## src/rtl/spi_blkrd_pkg.sv

```systemverilog
package spi_blkrd_pkg;
    typedef enum logic [2:0] {
        S_IDLE,
        S_HUNT,
        S_PAYLOAD,
        S_TRAIL,
        S_DONE,
        S_FAIL
    } blk_state_t;

    localparam logic [3:0] MARKER_NIBBLE = 4'hF;
endpackage

```

## src/rtl/spi_blkrd_pktsize.sv

```systemverilog
module spi_blkrd_pktsize #(
    parameter int SIZE_W  = 24,
    parameter int PKT_MAX = 8192,
    localparam int PKT_W  = $clog2(PKT_MAX + 1)
) (
    input  logic [SIZE_W-1:0] owed,
    output logic [PKT_W-1:0]  pkt_len
);
    always_comb begin
        if (owed > SIZE_W'(PKT_MAX))
            pkt_len = PKT_W'(PKT_MAX);
        else
            pkt_len = owed[PKT_W-1:0];
    end
endmodule

```

## src/rtl/spi_blkrd_hunt.sv

```systemverilog
module spi_blkrd_hunt
    import spi_blkrd_pkg::*;
#(
    parameter int HUNT_TRIES = 101,
    localparam int TRY_W     = $clog2(HUNT_TRIES + 1)
) (
    input  logic       clk,
    input  logic       rst_n,
    input  logic       clear,
    input  logic       step,
    input  logic [7:0] byte_in,
    output logic       is_marker,
    output logic       exhausted
);
    logic [TRY_W-1:0] tries;

    assign is_marker = (byte_in[7:4] == MARKER_NIBBLE);
    assign exhausted = step && !is_marker && (tries == TRY_W'(HUNT_TRIES - 1));

    always_ff @(posedge clk or negedge rst_n) begin
        if (!rst_n)
            tries <= '0;
        else if (clear)
            tries <= '0;
        else if (step && !is_marker)
            tries <= tries + 1'b1;
    end
endmodule

```

## src/rtl/spi_blkrd_rx.sv

```systemverilog
module spi_blkrd_rx
    import spi_blkrd_pkg::*;
#(
    parameter int SIZE_W     = 24,
    parameter int PKT_MAX    = 8192,
    parameter int HUNT_TRIES = 101
) (
    input  logic              clk,
    input  logic              rst_n,
    input  logic              start,
    input  logic [SIZE_W-1:0] total_size,
    input  logic              crc_en,
    input  logic              rx_valid,
    input  logic [7:0]        rx_data,
    output logic              rx_ready,
    output logic              out_valid,
    input  logic              out_ready,
    output logic [7:0]        out_data,
    output logic              done,
    output logic              timeout_err
);
    localparam int PKT_W = $clog2(PKT_MAX + 1);

    blk_state_t        state, state_nx;
    logic [SIZE_W-1:0] owed;
    logic [PKT_W-1:0]  pkt_left;
    logic [PKT_W-1:0]  pkt_len;
    logic              trl_second;
    logic              crc_q;
    logic              take;
    logic              is_marker;
    logic              exhausted;

    spi_blkrd_pktsize #(.SIZE_W(SIZE_W), .PKT_MAX(PKT_MAX)) u_pktsize (
        .owed    (owed),
        .pkt_len (pkt_len)
    );

    spi_blkrd_hunt #(.HUNT_TRIES(HUNT_TRIES)) u_hunt (
        .clk       (clk),
        .rst_n     (rst_n),
        .clear     (state != S_HUNT),
        .step      (take && (state == S_HUNT)),
        .byte_in   (rx_data),
        .is_marker (is_marker),
        .exhausted (exhausted)
    );

    assign take = rx_valid && rx_ready;

    // State register
    always_ff @(posedge clk or negedge rst_n) begin
        if (!rst_n)
            state <= S_IDLE;
        else
            state <= state_nx;
    end

    // Next-state logic
    always_comb begin
        state_nx = state;
        unique case (state)
            S_IDLE: begin
                if (start)
                    state_nx = (total_size == '0) ? S_DONE : S_HUNT;
            end
            S_HUNT: begin
                if (take && is_marker)
                    state_nx = S_PAYLOAD;
                else if (exhausted)
                    state_nx = S_FAIL;
            end
            S_PAYLOAD: begin
                if (take && (pkt_left == PKT_W'(1))) begin
                    if (crc_q)
                        state_nx = S_TRAIL;
                    else if (owed == SIZE_W'(1))
                        state_nx = S_DONE;
                    else
                        state_nx = S_HUNT;
                end
            end
            S_TRAIL: begin
                if (take && trl_second)
                    state_nx = (owed == '0) ? S_DONE : S_HUNT;
            end
            S_DONE:  state_nx = S_IDLE;
            S_FAIL:  state_nx = S_IDLE;
            default: state_nx = S_IDLE;
        endcase
    end

    // Datapath counters
    always_ff @(posedge clk or negedge rst_n) begin
        if (!rst_n) begin
            owed       <= '0;
            pkt_left   <= '0;
            trl_second <= 1'b0;
            crc_q      <= 1'b0;
        end else begin
            unique case (state)
                S_IDLE: begin
                    trl_second <= 1'b0;
                    if (start) begin
                        owed  <= total_size;
                        crc_q <= crc_en;
                    end
                end
                S_HUNT: begin
                    if (take && is_marker)
                        pkt_left <= pkt_len;
                end
                S_PAYLOAD: begin
                    if (take) begin
                        pkt_left <= pkt_left - 1'b1;
                        owed     <= owed - 1'b1;
                    end
                end
                S_TRAIL: begin
                    if (take)
                        trl_second <= !trl_second;
                end
                default: begin
                    trl_second <= 1'b0;
                end
            endcase
        end
    end

    // Outputs
    always_comb begin
        rx_ready    = 1'b0;
        out_valid   = 1'b0;
        done        = 1'b0;
        timeout_err = 1'b0;
        out_data    = rx_data;
        unique case (state)
            S_HUNT:    rx_ready = 1'b1;
            S_TRAIL:   rx_ready = 1'b1;
            S_PAYLOAD: begin
                rx_ready  = out_ready;
                out_valid = rx_valid;
            end
            S_DONE:    done = 1'b1;
            S_FAIL:    timeout_err = 1'b1;
            default:   ;
        endcase
    end
endmodule

```

## config.mk

```make
export PLATFORM = sky130hd
export DESIGN_NAME = spi_blkrd_rx
export DESIGN_NICKNAME = d
export VERILOG_FILES = /design/src/rtl/spi_blkrd_pkg.sv /design/src/rtl/spi_blkrd_pktsize.sv /design/src/rtl/spi_blkrd_hunt.sv /design/src/rtl/spi_blkrd_rx.sv
export SDC_FILE = /design/constraint.sdc
export NUM_CORES = 1
export LEC_CHECK = 0
export BUFFER_PORTS_ARGS = -buffer_cell sky130_fd_sc_hd__buf_2
export CAP_MARGIN = 15
export CORE_MARGIN = 1
export CORE_UTILIZATION = 54
export CTS_BUF_LIST = sky130_fd_sc_hd__clkbuf_2 sky130_fd_sc_hd__clkbuf_4 sky130_fd_sc_hd__clkbuf_8
export DETAILED_ROUTE_END_ITERATION = 8
export PLACE_DENSITY = 0.79
export SKIP_LAST_GASP = 1
export SYNTH_ARGS = -nofsm -noshare
export SYNTH_HDL_FRONTEND = slang
export SYNTH_SLANG_ARGS = --single-unit
export TNS_END_PERCENT = 1
```

## constraint.sdc

```tcl
create_clock -name clk -period 2 [get_ports clk]
set_input_delay 0.2 -clock clk [delete_from_list [all_inputs] [get_ports clk]]
set_output_delay 0.2 -clock clk [all_outputs]
set_load 0.005 [all_outputs]
```

# Word level (Yosys, flattened, before mapping)
# Cells that the tools add are included.
dict set report word_totals {
  inputBits 38
  reg_bits 50
  elab_cells 75
}
dict set report op_classes {
  reduce_logical 22
  muxes 25
  order_cmp 1
  add_sub_neg 3
  bitwise 1
  n_eq_ne 17
}
# operator n
set op_table {}
lappend op_table {{$logic_not A24 Y1} 2}
lappend op_table {{$mux W24} 2}
lappend op_table {{$pmux W24 S2} 1}
lappend op_table {{$mux W14} 3}
lappend op_table {{$pmux W14 S2} 1}
lappend op_table {{$mux W3} 9}
lappend op_table {{$eq A24 B1 Y1 const B} 1}
lappend op_table {{$gt A24 B14 Y1 const B} 1}
lappend op_table {{$sub A24 B1 Y24 const B} 1}
lappend op_table {{$eq A14 B1 Y1 const B} 1}
lappend op_table {{$mux W7} 2}
lappend op_table {{$sub A14 B1 Y14 const B} 1}
lappend op_table {{$pmux W3 S4} 1}
lappend op_table {{$ne A2 B2 Y1 const B} 5}
lappend op_table {{$add A7 B1 Y7 const B} 1}
lappend op_table {{$eq A7 B7 Y1 const B} 1}
lappend op_table {{$logic_and A1 B1 Y1} 7}
lappend op_table {{$eq A3 B2 Y1 const B} 2}
lappend op_table {{$eq A3 B3 Y1 const B} 2}
lappend op_table {{$reduce_and A3 Y1} 2}
lappend op_table {{$reduce_bool A2 Y1} 3}
lappend op_table {{$eq A4 B4 Y1 const B} 1}
lappend op_table {{$mux W1} 4}
lappend op_table {{$pmux W1 S2} 2}
lappend op_table {{other kinds (10)} 13}

# Longest topological paths before layout
# Gate-level depths: netlist of run 1.
dict set report logic_depth {
  depth_word 10
  mapped_depth 8
  depth_no_buf 7
}

# By module
# Synthesis of run 1 repeated with hierarchy kept, for this count alone.
dict set report unflattened {
  hier_cells 435
  hier_area_um2 3537.1
}
# mod area_per_inst_um2 seq_area_each_um2 n_inst cells_per_inst
set modules_own_cells {}
lappend modules_own_cells {spi_blkrd_rx 2940.3 1076.0 1 364}
lappend modules_own_cells {spi_blkrd_hunt 415.4 175.2 1 46}
lappend modules_own_cells {spi_blkrd_pktsize 181.4 0.0 1 25}

# Worst setup path after synthesis of run 1
# Ideal clock, no wire load.
dict set report synth_timing {
  path_type {register to register}
  startpoint {register owed[0]}
  endpoint {register pkt_left[5]}
  t_arrival_ns 2.162
  n_path_buf 1
  slack_ns -0.229
  setup_ns 0.067
  period_less_slack_ns 2.229
  path_stages_with_launch 9
  path_cell_list {dfrtp_1 inv_1 ha_1 nor4b_2 nand3_2 a2111oi_4 and2_1 buf_4 a221o_1}
}
dict set report synth_between {
  elab_chain_len 4
}
# element line
set synth_lines {}
lappend synth_lines {{start: declaration} spi_blkrd_rx.sv:25} ;# logic [SIZE_W-1:0] owed;
lappend synth_lines {{start signal: assignment} spi_blkrd_rx.sv:105} ;# owed <= total_size;
lappend synth_lines {{start signal: assignment} spi_blkrd_rx.sv:116} ;# owed <= owed - 1'b1;
lappend synth_lines {{$gt A24 B14 Y1} spi_blkrd_pktsize.sv:10} ;# if (owed > SIZE_W'(PKT_MAX))
lappend synth_lines {{$mux W14} spi_blkrd_pktsize.sv:10}
lappend synth_lines {{$mux W14} spi_blkrd_rx.sv:110} ;# if (take && is_marker)
lappend synth_lines {{$pmux W14 S2} spi_blkrd_rx.sv:101} ;# unique case (state)
lappend synth_lines {{end signal: assignment} spi_blkrd_rx.sv:111} ;# pkt_left <= pkt_len;
lappend synth_lines {{end signal: assignment} spi_blkrd_rx.sv:115} ;# pkt_left <= pkt_left - 1'b1;
lappend synth_lines {{end: declaration} spi_blkrd_rx.sv:26} ;# logic [PKT_W-1:0] pkt_left;
# No other way between the ends. The select of a mux whose other input is x is not followed.
# A chain may end at the register's enable or synchronous reset.

# Worst setup path after layout of run 1
dict set report layout_timing {
  startpoint {register pkt_left[0]}
  endpoint {register pkt_left[13]}
}
dict set report layout_between {
  elab_chain_len 3
}
# element line
set layout_lines {}
lappend layout_lines {{$sub A14 B1 Y14} spi_blkrd_rx.sv:115}
lappend layout_lines {{$mux W14} spi_blkrd_rx.sv:114} ;# if (take) begin
lappend layout_lines {{$pmux W14 S2} spi_blkrd_rx.sv:101}
# No other way between the ends. The select of a mux whose other input is x is not followed.

==> flow_summary.yaml, run 1 <==
yosys:
  synth_edf_count: 0
  yosys.area_share.simple: 0.262
  synth_cells: 405
  ys_seq_area_frac: 0.372
  netlist_area_um2: 3370
  synth_top_family_by_area: "compound AO/OA/AOI/OAI gates"
  synthAdderAreaFrac: 0.0223
  synthArstFlopShare: 1.00
  avgSynthCellArea_um2: 8.31
  ys_types: 61
  ys_ff_latch: 50
  synthMuxAreaShare: 0.00632
  ys_warn_count: 0
  yosys.area_share.xor_xnor: 0.0130
  synth_compound_area_frac: 0.263
  synth-main-ff-cell: "dfrtp_1"
  syn-num-nets: 449
setup_path:
  crit_chain: "buf_4 > or4_1 > or3_1 > or4_1 > o21ai_1 > a22o_1"
  required_ps: 2240
  critical_path_class: "reg -> reg"
  end_kind: "flop"
  cp_top_family: "simple AND/OR/NAND/NOR gates"
  critPathBufInv: 1
  crit_arrival_ps: 2410
  max_stage_delay_ps: 530
  timing.rr.start: "pkt_left[0]$_DFFE_PN0P_"
  cpMaxStageDelayCell: "or4_1"
  crit_path_start_kind: "flop"
  critPathMostFrequentCell: "or4_1"
  cp_max_fo: 3
  worstSetupStartpoint: "pkt_left[0]$_DFFE_PN0P_"
pwr:
  p_comb_frac: 0.503
  p_clk_frac: 0.134
  total_power_w: 0.00510
  p_sw_frac: 0.406
  powerDensity_nw_per_um2: 1220
  switching_power_w: 0.00207
  irDropWorstVdd_mv: 0.667
  p_leak_nw: 1.75
  internal-power_w: 0.00303
  power_frac_seq: 0.363
timing:
  max_freq_mhz: 462
  skew_ps: 5.06
  relSlewSlack: 0.482
  tightestPinTransition_ps: 772
  tns_ps: -1490
  finalSetupViolCount: 17
  timing.hold.ws_ps: 128
  slew_viol_final: 0
  fin_crit_sh: 1.08
  rsz0062_at_grt: "true"
  final.setup.worst_slack_ps: -164
  final_hold_viol_count: 0
  min_period_ps: 2160
clocking:
  post_cts_buffers: 0
  clock_tree.buffer_depth: 2
  clkTransAtPathRegs_ps: 90
  clk_latency_ps: 300
  cts_buffers: 5
  cts.sink_count: 50
  h-tree-depth: 2
  cts_tree: "yes"
  cts_root_buf: "clkbuf_8"
cells_and_area:
  fillers: 454
  fin_area_um2: 4180
  area_growth_pct: 24.1
  final_nets: 524
  num_antenna_cells: 0
  regArea_um2: 1250
  multi_input_area_um2: 2000
  final_layout_size_suffix_gt1_frac: 0.274
routing:
  initialDrtViolationCount: 305
  drc: 0
  ant_nets: 0
  dr_total_vias: 3552
  drt-vias-per-instance: 6.39
  routed_wl_mm: 9.43
  wl_per_cell_um: 17.0
  dr.pass1.iters: 5
placement:
  globalplace.congestion: 0.910
  port_buffers: 41
  dpl-instance-area_um2: 3990
  dp_hpwl_mm: 6.80
  pre_cts_slack_ps: -223
global_route:
  grt_max_degree: 35
  track_usage: 0.307
  grt_pass1_vias: 3391
  overflow: 0
  antenna_found_initial: 0
  grt_pass1_wl_mm: 15.5
job:
  maxCapViolations: 0
run_status:
  violations: "negative setup slack"
  status: "finished with violations"
floorplan:
  fp.dieW_um: 81.0
  die_area_um2: 6550
  start_util: 0.565
  fp.dieH_um: 81.0
  core_area_um2: 5960
  num_io_pins: 50
  std_cell_rows: 28
worst_hold_path:
  min_from: "crc_en"
  hold_path_class: "in -> reg"
-- synthesized netlist by cell type, types with 4 or more instances --
master	instances	area share
dfrtp_1	50	0.37
nor2_1	39	0.043
a21oi_1	33	0.049
nand2_1	32	0.036
nor3_1	25	0.037
o21ai_0	24	0.036
clkbuf_1	22	0.025
nor4_1	14	0.026
nand3_1	12	0.018
o21ai_1	11	0.016
a31oi_1	9	0.017
buf_4	9	0.020
inv_1	9	0.010
nand4_1	8	0.015
or3_1	8	0.015
or4_1	8	0.018
ha_1	6	0.022
a221o_1	5	0.015
o22ai_1	5	0.0093
a22o_1	4	0.010
a2bb2oi_1	4	0.010
o22a_1	4	0.010
o2bb2ai_1	4	0.010
-- power groups by stage --
stage               Sequential, W  Clock [W]  Combinational, W
finish                    0.00185   0.000681           0.00257
detailed placement        0.00184          0           0.00235
CTS                       0.00183   0.000694           0.00242
floorplan                 0.00182          0           0.00131
global route              0.00191   0.000739           0.00279
global placement          0.00181          0           0.00229
-- worst register-to-register path, delay by kind of cell (launching register included) --
family / cells / cell delay [ps]
flip-flops: 1 / 410
AND/OR/NAND/NOR: 3 / 1330
buffers and inverters: 1 / 150
AO/OA/AOI/OAI: 2 / 230
-- final cells by class --
class | instances | area share
timing repair buffer | 103 | 0.164
clock buffer | 8 | 0.0264
inverter | 10 | 0.00899
sequential | 50 | 0.300
tap | 75 | 0.0225
multi-input combinational | 310 | 0.478
-- registers in the layout, indices dropped and copies added (netlist names) --
name	count
owed	24
state	3
trl_second	1
u_hunt.tries	7
crc_q	1
pkt_left	14
-- routing by layer --
| layer | wire, µm | GRT usage | vias to the layer above |
|---|---|---|---|
| met3 | 470 | 0.0528 | 27 |
| met4 | 195 | 0.120 | 0 |
| li1 | - | - | 1676 |
| met5 | 0 | 0 | - |
| met2 | 4660 | 0.517 | 137 |
| met1 | 4110 | 0.390 | 1712 |
-- cells in the final DEF, fill, tap and decap left out, types with 4 or more instances in the layout --
cell type / n
nor3_1: 25
clkbuf_8: 8
a22o_1: 4
nor4_1: 13
a221o_1: 5
o2bb2ai_1: 4
buf_2: 41
a31oi_1: 8
o21ai_0: 24
nand2_1: 32
nand3_1: 12
or3_1: 7
buf_4: 60
dfrtp_1: 50
o22ai_1: 5
a2bb2oi_1: 4
nor2_1: 39
inv_1: 8
nand4_1: 8
ha_1: 5
o21ai_1: 11
or4_1: 5
a21oi_1: 32
o22a_1: 4
-- worst paths after layout --
kind,endpoint,slack (ps),cells past startpoint
setup / recovery,pkt_left[13]$_DFFE_PN0P_,-160,6
hold / removal,crc_q$_DFFE_PN0P_,130,2
setup reg to reg,pkt_left[13]$_DFFE_PN0P_,-160,6
hold reg to reg,pkt_left[12]$_DFFE_PN0P_,500,2
max in group asynchronous,owed[17]$_DFFE_PN0P_,780,3
min in group asynchronous,u_hunt.tries[5]$_DFFE_PN0P_,480,2
-- stage by stage --
step,util,cells
5_1_grt,0.701,556
4_1_cts,0.694,556
2_1_floorplan,-,405
6_report,0.701,556
3_5_place_dp,0.670,547
3_3_place_gp,0.670,547
-- kinds of logic after synthesis --
| kind of cell | count (synthesis) |
|---|---|
| flops | 50 |
| fa+ha+maj | 6 |
| mux | 2 |
| buf+inv | 45 |
| xor+xnor | 5 |
| simple gates | 165 |
| compound gates | 132 |
-- repair_timing --
item / 4_1_cts / 5_1_grt
gates resized for setup: 6 / 7
hold buffers: 1 / 0
pin swaps: 3 / 3
endpoints found under the setup margin: 16 / 23
endpoints found under the hold margin: 28 / 0
Power figures use the tool's default switching activity.
==> run 2, diff against run 1 <==
--- a/config.mk
+++ b/config.mk
@@ -11,6 +11,7 @@
 export CORE_UTILIZATION = 54
 export CTS_BUF_LIST = sky130_fd_sc_hd__clkbuf_2 sky130_fd_sc_hd__clkbuf_4 sky130_fd_sc_hd__clkbuf_8
 export DETAILED_ROUTE_END_ITERATION = 8
+export MAX_ROUTING_LAYER = met4
 export PLACE_DENSITY = 0.79
 export SKIP_LAST_GASP = 1
 export SYNTH_ARGS = -nofsm -noshare
==> flow_summary.yaml, run 2 (synthesis gave the netlist of run 1 again) <==
pwr:
  switching_power_w: 0.00211
  p_sw_frac: 0.414
  powerDensity_nw_per_um2: 1220
  irDropWorstVdd_mv: 0.664
  internal-power_w: 0.00299
  power_frac_seq: 0.359
  p_leak_nw: 1.78
  p_clk_frac: 0.113
  p_comb_frac: 0.528
routing:
  dr.pass1.iters: 5
  drc: 0
  drt-vias-per-instance: 6.53
  initialDrtViolationCount: 368
  dr_total_vias: 3678
  routed_wl_mm: 9.82
  wl_per_cell_um: 17.4
  ant_nets: 0
clocking:
  cts.sink_count: 50
  clkTransAtPathRegs_ps: 100
  clock_tree.buffer_depth: 2
  h-tree-depth: 2
  cts_root_buf: "clkbuf_8"
  cts_tree: "yes"
  clk_latency_ps: 310
  cts_buffers: 5
setup_path:
  required_ps: 2250
  cpMaxStageDelayCell: "or4_1"
  crit_arrival_ps: 2490
  critPathBufInv: 1
  critical_path_class: "reg -> reg"
  cp_top_family: "simple AND/OR/NAND/NOR gates"
  crit_path_start_kind: "flop"
  max_stage_delay_ps: 550
  cp_max_fo: 3
  critPathMostFrequentCell: "or4_1"
  crit_chain: "buf_4 > or4_1 > or3_4 > or4_1 > o21ai_2 > a22o_1"
  end_kind: "flop"
floorplan:
  start_util: 0.565
  fp.dieW_um: 81.0
  die_area_um2: 6550
  num_io_pins: 50
  core_area_um2: 5960
  fp.dieH_um: 81.0
  std_cell_rows: 28
cells_and_area:
  final_nets: 532
  fillers: 481
  top_regs: "owed (24), pkt_left (14), u_hunt.tries (7)"
  num_antenna_cells: 0
  largest_reg_flops: 24
  area_growth_pct: 24.6
  largest_register: "owed"
  final_layout_size_suffix_gt1_frac: 0.285
  final_cells: 563
  final_common_cell: "buf_4"
  final_cell_mix: "buf_4, dfrtp_1, buf_2, nor2_1, a21oi_1"
timing:
  timing.hold.ws_ps: 112
  finalSetupViolCount: 17
  slew_viol_final: 0
  skew_ps: 9.40
  rsz0062_at_grt: "true"
  final_hold_viol_count: 0
  final.setup.worst_slack_ps: -248
  min_period_ps: 2250
  tightestPinTransition_ps: 829
  max_freq_mhz: 445
  relSlewSlack: 0.444
  fin_crit_sh: 1.12
placement:
  dp.cells: 551
  port_buffers: 41
  dp_hpwl_mm: 6.93
  pre_cts_slack_ps: -230
  globalplace.congestion: 0.921
run_status:
  violations: "negative setup slack"
  status: "finished with violations"
global_route:
  grt_pass1_vias: 3407
  grt_max_degree: 35
  overflow: 0
  antenna_found_initial: 0
  track_usage: 0.323
  grt_pass1_wl_mm: 15.9
job:
  maxCapViolations: 0
worst_hold_path:
  hold_path_class: "in -> reg"
==> run 2: cell types whose count changed in the layout (fill, tap and decap cells not counted), sizes merged <==
cell    previous run  this run
buf              102       110
clkbuf             8         5
clkinv             0         2
==> run 2: path summary, 6_finish.rpt <==
| check | start | to | slack [ps] | cells after the start |
|---|---|---|---|---|
| max in group asynchronous | rst_n | owed[15]$_DFFE_PN0P_ | 920 | 3 |
| worst min-delay path | crc_en | crc_q$_DFFE_PN0P_ | 110 | 2 |
| worst max register to register | pkt_left[0]$_DFFE_PN0P_ | pkt_left[13]$_DFFE_PN0P_ | -250 | 6 |
| min in group asynchronous | rst_n | u_hunt.tries[2]$_DFFE_PN0P_ | 410 | 2 |
| worst max-delay path | pkt_left[0]$_DFFE_PN0P_ | pkt_left[13]$_DFFE_PN0P_ | -250 | 6 |
| worst min register to register | owed[17]$_DFFE_PN0P_ | owed[17]$_DFFE_PN0P_ | 540 | 1 |
==> run 2: final cells by class <==
cell class,count,area (µm²),area share
sequential,50,1250,0.298
timing repair buffer,111,749,0.179
clock buffer,5,68.8,0.0164
tap,75,93.8,0.0224
inverter,10,37.5,0.00895
multi-input combinational,310,1980,0.473
clock inverter,2,10.0,0.00239
==> run 2: worst reg2reg max path, stage by stage (launching register included) <==
cell	delay, ps
dfrtp_1	410
buf_4	150
or4_1	550
or3_4	370
or4_1	460
o21ai_2	110
a22o_1	140
==> run 2: repair_timing <==
item                                    in CTS  in global routing
setup buffers                                1                  3
gates cloned                                 0                  0
endpoints found under the setup margin      17                 23
pin swaps                                    0                  2
hold endpoints to repair                    22                  0
hold buffers                                 1                  0
gates resized for setup                      6                  8
==> run 2: metal layers <==
metal,vias up,part of all wire,routed length (µm),GRT usage
met2,172,0.49,4810,0.518
met3,33,0.062,610,0.0472
met5,-,0,0,-
met1,1787,0.42,4110,0.410
li1,1686,-,-,-
met4,0,0.031,302,0.129
==> run 2: power groups by stage <==
stage	registers [W]	logic, W	clock network (W)
after floorplan	0.00182	0.00131	0
after global placement	0.00181	0.00234	0
after detailed placement	0.00183	0.00242	0
after CTS	0.00181	0.00251	0.000580
after global routing	0.00189	0.00294	0.000613
final	0.00183	0.00270	0.000576
==> run 2: metrics by stage <==
stage / instance area [µm²] / power (W) / util / setup TNS [ps]
floorplan: 3380 / 0.00314 / - / -691
global placement: 4020 / 0.00415 / 0.675 / -1250
detailed placement: 4020 / 0.00425 / 0.675 / -1830
CTS: 4140 / 0.00490 / 0.695 / -1540
global route: 4190 / 0.00544 / 0.704 / -3790
finish: 4190 / 0.00511 / 0.704 / -2020
==> run 3, diff against run 2 <==
--- a/config.mk
+++ b/config.mk
@@ -11,9 +11,11 @@
 export CORE_UTILIZATION = 54
 export CTS_BUF_LIST = sky130_fd_sc_hd__clkbuf_2 sky130_fd_sc_hd__clkbuf_4 sky130_fd_sc_hd__clkbuf_8
 export DETAILED_ROUTE_END_ITERATION = 8
+export GPL_TIMING_DRIVEN = 0
 export MAX_ROUTING_LAYER = met4
 export PLACE_DENSITY = 0.79
 export SKIP_LAST_GASP = 1
+export SLEW_MARGIN = 5
 export SYNTH_ARGS = -nofsm -noshare
 export SYNTH_HDL_FRONTEND = slang
 export SYNTH_SLANG_ARGS = --single-unit
==> flow_summary.yaml, run 3 (synthesis gave the netlist of run 1 again) <==
clocking:
  cts.sink_count: 50
  clock_tree.buffer_depth: 2
  clkTransAtPathRegs_ps: 90
  cts_tree: "yes"
  clk_latency_ps: 320
  h-tree-depth: 2
  cts_root_buf: "clkbuf_8"
  cts_buffers: 5
run_status:
  violations: "negative setup slack"
  status: "finished with violations"
timing:
  final_hold_viol_count: 0
  fin_crit_sh: 1.07
  slew_viol_final: 0
  rsz0062_at_grt: "true"
  skew_ps: 7.33
  final.setup.worst_slack_ps: -140
  finalSetupViolCount: 25
  min_period_ps: 2140
  max_freq_mhz: 467
  tightestPinTransition_ps: 622
  relSlewSlack: 0.585
  tns_ps: -1990
global_route:
  overflow: 0
  antenna_found_initial: 0
  grt_pass1_vias: 3508
  track_usage: 0.353
  grt_max_degree: 51
  grt_pass1_wl_mm: 17.2
pwr:
  p_sw_frac: 0.430
  power_frac_seq: 0.405
  p_clk_frac: 0.144
  switching_power_w: 0.00211
  powerDensity_nw_per_um2: 1190
  internal-power_w: 0.00280
  p_comb_frac: 0.451
  p_leak_nw: 1.69
  irDropWorstVdd_mv: 0.706
floorplan:
  die_area_um2: 6550
  core_area_um2: 5960
  std_cell_rows: 28
  fp.dieW_um: 81.0
  num_io_pins: 50
  fp.dieH_um: 81.0
  start_util: 0.565
setup_path:
  critical_path_class: "reg -> reg"
  cp_max_fo: 7
  crit_arrival_ps: 2390
  rrSetupSlack_ps: -140
  ff2ff_path_depth: 6
  r2r-end: "pkt_left[9]$_DFFE_PN0P_"
  end_kind: "flop"
  timing.rr.start: "owed[21]$_DFFE_PN0P_"
  crit_path_start_kind: "flop"
  required_ps: 2250
cells_and_area:
  final_nets: 521
  largest_register: "owed"
  final_layout_size_suffix_gt1_frac: 0.272
  num_antenna_cells: 0
  top_regs: "owed (24), pkt_left (14), u_hunt.tries (7)"
  largest_reg_flops: 24
  fillers: 482
  final_cell_mix: "dfrtp_1, buf_2, nor2_1, a21oi_1, nand2_1"
  final_common_cell: "dfrtp_1"
  area_growth_pct: 23.0
routing:
  routed_wl_mm: 10.3
  drt-vias-per-instance: 6.54
  dr.pass1.iters: 5
  wl_per_cell_um: 18.7
  drc: 0
  ant_nets: 0
  initialDrtViolationCount: 273
  dr_total_vias: 3616
worst_hold_path:
  min_from: "crc_en"
  hold_path_class: "in -> reg"
  hold_path_depth: 2
  holdPathEnd: "crc_q$_DFFE_PN0P_"
placement:
  pre_cts_slack_ps: -446
  globalplace.congestion: 0.946
  dp_hpwl_mm: 6.93
  port_buffers: 44
job:
  maxCapViolations: 0
[run 3: cell count changes in the layout (fill, tap and decap cells not counted), sizes merged]
cell,delta
buf,-33
clkbuf,+25
clkinv,-2
[run 3: per-stage QoR]
step	utilization	hold WS (ps)	instance area, µm²	std cells	power [W]
detailed placement	0.621	458	3700	524	0.00368
floorplan	-	-95.6	3380	405	0.00314
CTS	0.686	125	4080	549	0.00480
global placement	0.621	437	3700	524	0.00362
global route	0.695	136	4140	553	0.00520
finish	0.695	133	4140	553	0.00491
[run 3: worst max path at each step]
stage                            start                        to  slack [ps]
3_5_place_dp      state[0]$_DFFE_PN0P_  pkt_left[11]$_DFFE_PN0P_        -450
6_report          owed[21]$_DFFE_PN0P_   pkt_left[9]$_DFFE_PN0P_        -140
2_1_floorplan     owed[19]$_DFFE_PN0P_   pkt_left[5]$_DFFE_PN0P_         -90
4_1_cts        pkt_left[0]$_DFFE_PN0P_  pkt_left[12]$_DFFE_PN0P_        -110
3_3_place_gp       owed[0]$_DFFE_PN0P_  pkt_left[10]$_DFFE_PN0P_        -430
5_1_grt           owed[21]$_DFFE_PN0P_   pkt_left[8]$_DFFE_PN0P_        -200
[run 3: area by class of cell]
class                   instances  area (µm²)  share of cell area
plain buffers                  34         203              0.0490
well taps                      75        93.8              0.0227
multi-input cells             310        2040               0.494
inverters                      10        37.5             0.00907
clock buffers                   8         110              0.0266
flip-flops and latches         50        1250               0.303
repair buffers                 66         400              0.0967
[run 3: per-layer routing]
layer	global-route usage	share of wire	up-vias
li1	-	-	1669
met1	0.439	0.41	1713
met2	0.564	0.47	202
met3	0.0517	0.081	32
met4	0.166	0.031	0
met5	-	0	-
[run 3: power by group through the flow]
stage	logic (W)	registers, W	clock network, W
after floorplan	0.00131	0.00182	0
after global placement	0.00167	0.00196	0
after detailed placement	0.00172	0.00196	0
after CTS	0.00214	0.00195	0.000721
after global routing	0.00242	0.00203	0.000751
final	0.00221	0.00199	0.000705
[run 3: worst max-delay path, cell delays in order (launching register included)]
cell and delay (ps):
dfrtp_1 390, or4_4 540, or3_4 390, a2111oi_4 280, and2_1 190, buf_6 120
a221o_1 150
[run 3: what timing repair did]
item                                   4_1_cts  5_1_grt
pin swaps                                   12        1
setup buffers                               18        2
resized for setup                           41        5
endpoints found under the hold margin        0       15
setup endpoints to repair                   41       41
hold buffers                                 0        1
